<file path="src/rtl/alu_flag_pkg.sv">
// Package: shared opcode encoding and flag layout for the ALU.
// Assumes: the flag struct order is the port bit order (msb first).
package alu_flag_pkg;

    localparam int OP_W   = 3;
    localparam int FLAG_N = 6;

    typedef enum logic [OP_W-1:0] {
        OP_ADD  = 3'd0,
        OP_ADDC = 3'd1,
        OP_SUB  = 3'd2,
        OP_SUBB = 3'd3,
        OP_AND  = 3'd4,
        OP_OR   = 3'd5,
        OP_XOR  = 3'd6,
        OP_PASS = 3'd7
    } alu_op_e;

    // bit 5 .. bit 0
    typedef struct packed {
        logic ovf;
        logic sign;
        logic zero;
        logic aux;
        logic parity;
        logic carry;
    } alu_flags_t;

endpackage

</file>
<file path="src/rtl/alu_arith.sv">
// Module: alu_arith
// Shared adder for add and subtract. Subtraction is done as A + ~B + ~borrow,
// and the carry and nibble carry outputs are inverted back into borrows.
// Assumes: WIDTH >= 5 so that bit 4 exists for the nibble carry.
module alu_arith #(
    parameter int WIDTH = 32
) (
    input  logic [WIDTH-1:0] a,
    input  logic [WIDTH-1:0] b,
    input  logic             is_sub,
    input  logic             cin,
    output logic [WIDTH-1:0] sum,
    output logic             carry,
    output logic             aux,
    output logic             ovf
);
    localparam int MSB = WIDTH - 1;

    logic [WIDTH-1:0] b_eff;
    logic             c_eff;
    logic             c_out;

    // Operand conditioning: invert B and the carry in for subtraction.
    always_comb begin
        b_eff = is_sub ? ~b : b;
        c_eff = is_sub ? ~cin : cin;
    end

    // Single full-width add with a carry out.
    always_comb begin
        {c_out, sum} = {1'b0, a} + {1'b0, b_eff} + {{WIDTH{1'b0}}, c_eff};
    end

    // Flags: the carry into bit 4 is recovered from the sum bit and its inputs.
    always_comb begin
        carry = is_sub ? ~c_out : c_out;
        aux   = is_sub ? ~(a[4] ^ b_eff[4] ^ sum[4]) : (a[4] ^ b_eff[4] ^ sum[4]);
        ovf   = (a[MSB] == b_eff[MSB]) && (sum[MSB] != a[MSB]);
    end

endmodule

</file>
<file path="src/rtl/alu_logic.sv">
// Module: alu_logic
// Bitwise unit: AND, OR, XOR and pass-through of A, chosen by a 2-bit select.
// Assumes: the select is the low two opcode bits of a logic-class opcode.
module alu_logic #(
    parameter int WIDTH = 32
) (
    input  logic [WIDTH-1:0] a,
    input  logic [WIDTH-1:0] b,
    input  logic [1:0]       sel,
    output logic [WIDTH-1:0] y
);
    // Bitwise function select.
    always_comb begin
        unique case (sel)
            2'd0:    y = a & b;
            2'd1:    y = a | b;
            2'd2:    y = a ^ b;
            default: y = a;
        endcase
    end

endmodule

</file>
<file path="src/rtl/alu_flag_gen.sv">
// Module: alu_flag_gen
// Forms the next flag set from the selected result and the adder flags.
// Logic-class operations force carry, overflow and auxiliary to zero.
// Assumes: PAR_W is between 1 and WIDTH; parity is even parity over result[PAR_W-1:0].
module alu_flag_gen
    import alu_flag_pkg::*;
#(
    parameter int WIDTH = 32,
    parameter int PAR_W = 8
) (
    input  logic [WIDTH-1:0] res,
    input  logic             is_logic,
    input  logic             ar_carry,
    input  logic             ar_aux,
    input  logic             ar_ovf,
    output alu_flags_t       nxt
);
    logic par_even;

    // Parity window: the whole word, or only its low slice.
    generate
        if (PAR_W >= WIDTH) begin : g_par_full
            assign par_even = ~^res;
        end else begin : g_par_low
            assign par_even = ~^res[PAR_W-1:0];
        end
    endgenerate

    // Assemble the flag set for this cycle.
    always_comb begin
        nxt.carry  = is_logic ? 1'b0 : ar_carry;
        nxt.aux    = is_logic ? 1'b0 : ar_aux;
        nxt.ovf    = is_logic ? 1'b0 : ar_ovf;
        nxt.sign   = res[WIDTH-1];
        nxt.zero   = (res == '0);
        nxt.parity = par_even;
    end

endmodule

</file>
<file path="src/rtl/alu_flag_reg.sv">
// Module: alu_flag_reg
// Flags register: loads on write enable and clears on a synchronous active-low reset.
// Assumes: reset wins over the write enable.
module alu_flag_reg
    import alu_flag_pkg::*;
(
    input  logic       clk,
    input  logic       rst_n,
    input  logic       we,
    input  alu_flags_t d,
    output alu_flags_t q
);
    // Flag storage with enable.
    always_ff @(posedge clk) begin
        if (!rst_n)  q <= '0;
        else if (we) q <= d;
    end

    // without a write, the flags keep their value.
    a_r10_hold: assert property (@(posedge clk) disable iff (!rst_n)
        !we |=> (q == $past(q)));

    // a write loads the presented flags.
    a_r10_load: assert property (@(posedge clk) disable iff (!rst_n)
        we |=> (q == $past(d)));

    // reset clears the flags.
    a_r10_clear: assert property (@(posedge clk)
        !rst_n |=> (q == '0));

endmodule

</file>
<file path="src/rtl/alu_flags_unit.sv">
// Module: alu_flags_unit (top)
// Decodes the opcode, runs the adder and the logic unit in parallel, selects the
// result and registers the flags. The stored carry feeds carry-in and borrow-in.
// Assumes: opcodes follow alu_op_e; opcode bit 2 marks the logic class.
module alu_flags_unit
    import alu_flag_pkg::*;
#(
    parameter int WIDTH = 32,
    parameter int PAR_W = 8
) (
    input  logic                clk,
    input  logic                rst_n,
    input  logic [WIDTH-1:0]    op_a,
    input  logic [WIDTH-1:0]    op_b,
    input  logic [OP_W-1:0]     op_code,
    input  logic                flag_we,
    output logic [WIDTH-1:0]    result,
    output logic [FLAG_N-1:0]   flags
);
    alu_op_e          op;
    logic             is_sub;
    logic             use_cin;
    logic             is_logic;
    logic             cin;
    logic [WIDTH-1:0] ar_sum;
    logic [WIDTH-1:0] lg_y;
    logic             ar_carry;
    logic             ar_aux;
    logic             ar_ovf;
    alu_flags_t       flags_next;
    alu_flags_t       flags_q;

    // Opcode decode and the carry-in source.
    always_comb begin
        op       = alu_op_e'(op_code);
        is_logic = op_code[2];
        is_sub   = (op == OP_SUB) || (op == OP_SUBB);
        use_cin  = (op == OP_ADDC) || (op == OP_SUBB);
        cin      = use_cin & flags_q.carry;
    end

    alu_arith #(.WIDTH(WIDTH)) arith_i (
        .a      (op_a),
        .b      (op_b),
        .is_sub (is_sub),
        .cin    (cin),
        .sum    (ar_sum),
        .carry  (ar_carry),
        .aux    (ar_aux),
        .ovf    (ar_ovf)
    );

    alu_logic #(.WIDTH(WIDTH)) logic_i (
        .a   (op_a),
        .b   (op_b),
        .sel (op_code[1:0]),
        .y   (lg_y)
    );

    // Result select between the adder and the logic unit.
    always_comb begin
        result = is_logic ? lg_y : ar_sum;
    end

    alu_flag_gen #(.WIDTH(WIDTH), .PAR_W(PAR_W)) flag_gen_i (
        .res      (result),
        .is_logic (is_logic),
        .ar_carry (ar_carry),
        .ar_aux   (ar_aux),
        .ar_ovf   (ar_ovf),
        .nxt      (flags_next)
    );

    alu_flag_reg flag_reg_i (
        .clk   (clk),
        .rst_n (rst_n),
        .we    (flag_we),
        .d     (flags_next),
        .q     (flags_q)
    );

    // Flag vector out in struct order.
    always_comb begin
        flags = flags_q;
    end

    // logic class never reports carry, overflow or auxiliary.
    a_r9_logic_clear: assert property (@(posedge clk) disable iff (!rst_n)
        is_logic |-> !(flags_next.carry || flags_next.ovf || flags_next.aux));

    // a plain add carries exactly when the sum wrapped below A.
    a_r4_add_wrap: assert property (@(posedge clk) disable iff (!rst_n)
        (op == OP_ADD) |-> (flags_next.carry == (result < op_a)));

    // a plain subtract borrows exactly when A < B.
    a_r4_sub_borrow: assert property (@(posedge clk) disable iff (!rst_n)
        (op == OP_SUB) |-> (flags_next.carry == (op_a < op_b)));

    // on a plain add, the nibble carry equals the carry into bit 4.
    a_r7_add_nibble: assert property (@(posedge clk) disable iff (!rst_n)
        (op == OP_ADD) |-> (flags_next.aux == (result[4] ^ op_a[4] ^ op_b[4])));

    // pass-through returns A.
    a_r3_pass: assert property (@(posedge clk) disable iff (!rst_n)
        (op == OP_PASS) |-> (result == op_a));

endmodule

</file>
<file path="config.mk">
export PLATFORM = sky130hd
export DESIGN_NAME = alu_flags_unit
export DESIGN_NICKNAME = d
export VERILOG_FILES = /design/src/rtl/alu_flag_pkg.sv /design/src/rtl/alu_arith.sv /design/src/rtl/alu_logic.sv /design/src/rtl/alu_flag_gen.sv /design/src/rtl/alu_flag_reg.sv /design/src/rtl/alu_flags_unit.sv
export SDC_FILE = /design/constraint.sdc
export NUM_CORES = 1
export LEC_CHECK = 0
export BUFFER_PORTS_ARGS = -buffer_cell sky130_fd_sc_hd__buf_2
export CAP_MARGIN = 25
export CORE_ASPECT_RATIO = 1.5
export CORE_UTILIZATION = 48
export DETAILED_ROUTE_END_ITERATION = 8
export PLACE_DENSITY = 0.85
export RECOVER_POWER = 50
export SLEW_MARGIN = 20
export SYNTH_ARGS = -nofsm -noshare
export SYNTH_HDL_FRONTEND = slang
export SYNTH_SLANG_ARGS = --single-unit
</file>
<file path="constraint.sdc">
create_clock -name clk -period 6.4 [get_ports clk]
set_input_delay 1.28 -clock clk [delete_from_list [all_inputs] [get_ports clk]]
set_output_delay 1.28 -clock clk [all_outputs]
set_load 0.02 [all_outputs]
</file>
==> results.cfg <==
[outcome]
status = completed

[final_layout]
largest-register = flag_reg_i.q
top_regs = flag_reg_i.q (6)
final_nets = 915
drive_above_1_share = 0.2466
largest_reg_flops = 6
area_growth_pct = 11.81
final_core_util = 0.5529

[synthesis]
synth_edf_count = 0
async_flop_share = 0
synth-seq-cells = 6
yosysWarnings = 0
synth_top_area_frac = 0.2353
synth_cell_types = 87
ys_top_cells_by_area = ha_1 24%, mux4_2 12%, inv_1 8.3%
synth_top_area_cell = ha_1
synth_area_sq_um = 5265
syn_inst = 657
syn-num-nets = 828
synthFlopType = dfxtp_1
postSynthAreaPerCell_sq_um = 8.014
ys_seq_area_frac = 0.02281

[floorplanning]
core_area_sq_um = 10650
num_rows = 46
start_util = 0.4945
dieArea_sq_um = 11400
num_io_pins = 108
die_h_um = 130.3
die_x_um = 87.52

[worst_setup_path]
r2r-start = flag_reg_i.q[0]$_SDFFE_PN0P_
r2r_end = flag_reg_i.q[3]$_SDFFE_PN0P_
path_class = in2out
cp.arrival_ns = 4.67
worstPathMaxFanout = 15
rrSetupSlack_ns = 1.80
critPathLaunchType = input pin
critPathRequiredTime_ns = 5.12
rr_worst_depth = 20
cp-end-kind = primary output

[sta]
finalCriticalPeriod_ns = 5.953
slew-limit-headroom = 0.1848
slew_violations = 0
hold_viol_final = 0
max_freq_ghz = 0.1680
period_share = 0.9301
finalSetupViolCount = 0
rsz0062_at_grt = false
tns_ns = 0
worst_pin_slew_ns = 1.223
clock_skew_ns = 0.001271

[clocking]
clkTransAtPathRegs_ns = 0.03
cts_tree = done
root_buffer = clkbuf_16
holdBufCountCts = 0
htreeDepth = 1
cts_buffer_depth = 2
ctsResizeCount = 0
worstSkewPairLatency_ns = 0.23
clock_sinks = 6
cts_made_buffers = 3
postCtsSetupRepairBufs = 0

[global_route]
antenna_found_initial = 1
first_global_vias = 4826
grt.overflow.total = 0
grt.total_usage = 0.2311
grt_max_degree = 56
grt_pass1_wl_um = 21600

[routing]
firstDrtPassIters = 4
drt_iter0_drc = 247
wirelength_um = 13100
ant_nets = 0
via_per_inst = 5.660
num_vias = 5020
routedWlPerCell_um = 14.76
drcViolationCount = 0

[worst_hold_path]
hold_path_class = reg2reg
min_from = flag_reg_i.q[3]$_SDFFE_PN0P_
min_path_cells = 2
min_to = flag_reg_i.q[3]$_SDFFE_PN0P_

[placement]
io_buffers = 107
gp_congestion = 0.9722
dp_hpwl_um = 11010

[pwr]
peakVddDrop_v = 0.00005519
p_leak_nw = 2.933
p_per_area_nw_per_um2 = 142.7

[run]
maxCapViolCount = 0
==> metal layers <==
layer / vias to the layer above / GRT usage / wire [um]
met5: - / 0 / 0
met4: 0 / 0.08100 / 372
met3: 21 / 0.007590 / 484
met2: 137 / 0.4426 / 6799
met1: 2373 / 0.2697 / 5439
li1: 2489 / - / -
==> worst max-delay path by stage <==
stage / from / endpoint / slack [ns] / cells past startpoint
CTS: op_code[0] / result[20] / 0.60 / 14
detailed placement: op_code[0] / result[20] / 0.62 / 14
floorplan: op_code[1] / result[28] / 0.07 / 19
finish: op_code[2] / result[17] / 0.45 / 13
global placement: op_code[0] / result[20] / 0.69 / 14
global route: op_code[2] / result[17] / 0.30 / 13
==> area by class of cell <==
| type | count | area [sq um] |
|---|---|---|
| Fill cell | 1020 | 4761 |
| Multi-Input combinational cell | 502 | 4498 |
| Timing Repair Buffer | 114 | 571.8 |
| Inverter | 117 | 439.2 |
| Tap cell | 144 | 180.2 |
| Sequential cell | 6 | 120.1 |
| Clock buffer | 3 | 75.07 |
| Antenna cell | 1 | 2.502 |
==> metrics by stage <==
step           cell area, sq um  instances  total power [W]  hold slack (ns)  worst slack (ns)
3_5_place_dp               5854        883        0.0007428           0.4582            0.6200
2_1_floorplan              5316        657        0.0005794           0.5396           0.07083
5_1_grt                    5887        887        0.0009164           0.4955            0.3033
6_report                   5887        887        0.0008402           0.4669            0.4475
4_1_cts                    5929        886        0.0008473           0.4647            0.6049
3_3_place_gp               5854        883        0.0007305           0.4554            0.6893
==> critical path, cell delays in order <==
cell and delay [ns]:
buf_2 0.11, inv_1 0.08, nand2_2 0.08, buf_4 0.22
xnor2_1 0.16, ha_1 0.39, o211ai_1 0.14, o211ai_1 0.44
a21oi_1 0.17, o21ai_0 0.42, a2111oi_0 0.19, a221oi_1 0.69
buf_2 0.30
==> layout by cell type (no fill, tap or decap), drive strengths merged, types with 6 or more instances in the layout <==
cell and n:
a2111oi 6, a211oi 11, a21o 13, a21oi 38, and3 6, buf 102
clkbuf 15, dfxtp 6, ha 99, inv 117, mux4 30, nand2 49
nand3 9, nand4 10, nor2 37, nor3 15, o211ai 6, o21ai 21
o31ai 7, xnor2 46, xor2 7
==> synthesized netlist by cell type, drive strengths merged, types with 6 or more instances <==
| cell | n |
|---|---|
| a21o | 13 |
| a2111oi | 6 |
| clkbuf | 9 |
| a21oi | 38 |
| nand3 | 9 |
| o21ai | 21 |
| inv | 117 |
| o31ai | 7 |
| xnor2 | 46 |
| mux4 | 30 |
| nand2 | 49 |
| buf | 23 |
| nor2 | 37 |
| ha | 99 |
| o211ai | 6 |
| xor2 | 7 |
| nand4 | 10 |
| dfxtp | 6 |
| a211oi | 11 |
| and3 | 6 |
| nor3 | 15 |
==> power by group <==
part	internal, W	switching, W
Clock	0.0000800	0.0000196
Sequential	0.0000416	0.00000227
Combinational	0.000288	0.000409
==> kinds of logic after synthesis <==
logic type | count (synthesis) | synth area share
AND/OR/NAND/NOR | 165 | 0.1635
flip-flops | 6 | 0.02281
AO/OA/AOI/OAI | 145 | 0.2108
buffers and inverters | 149 | 0.1269
multiplexers | 38 | 0.1450
XOR/XNOR | 53 | 0.08817
adder cells (fa/ha/maj) | 101 | 0.2429
(Power assumes the default switching activity.)
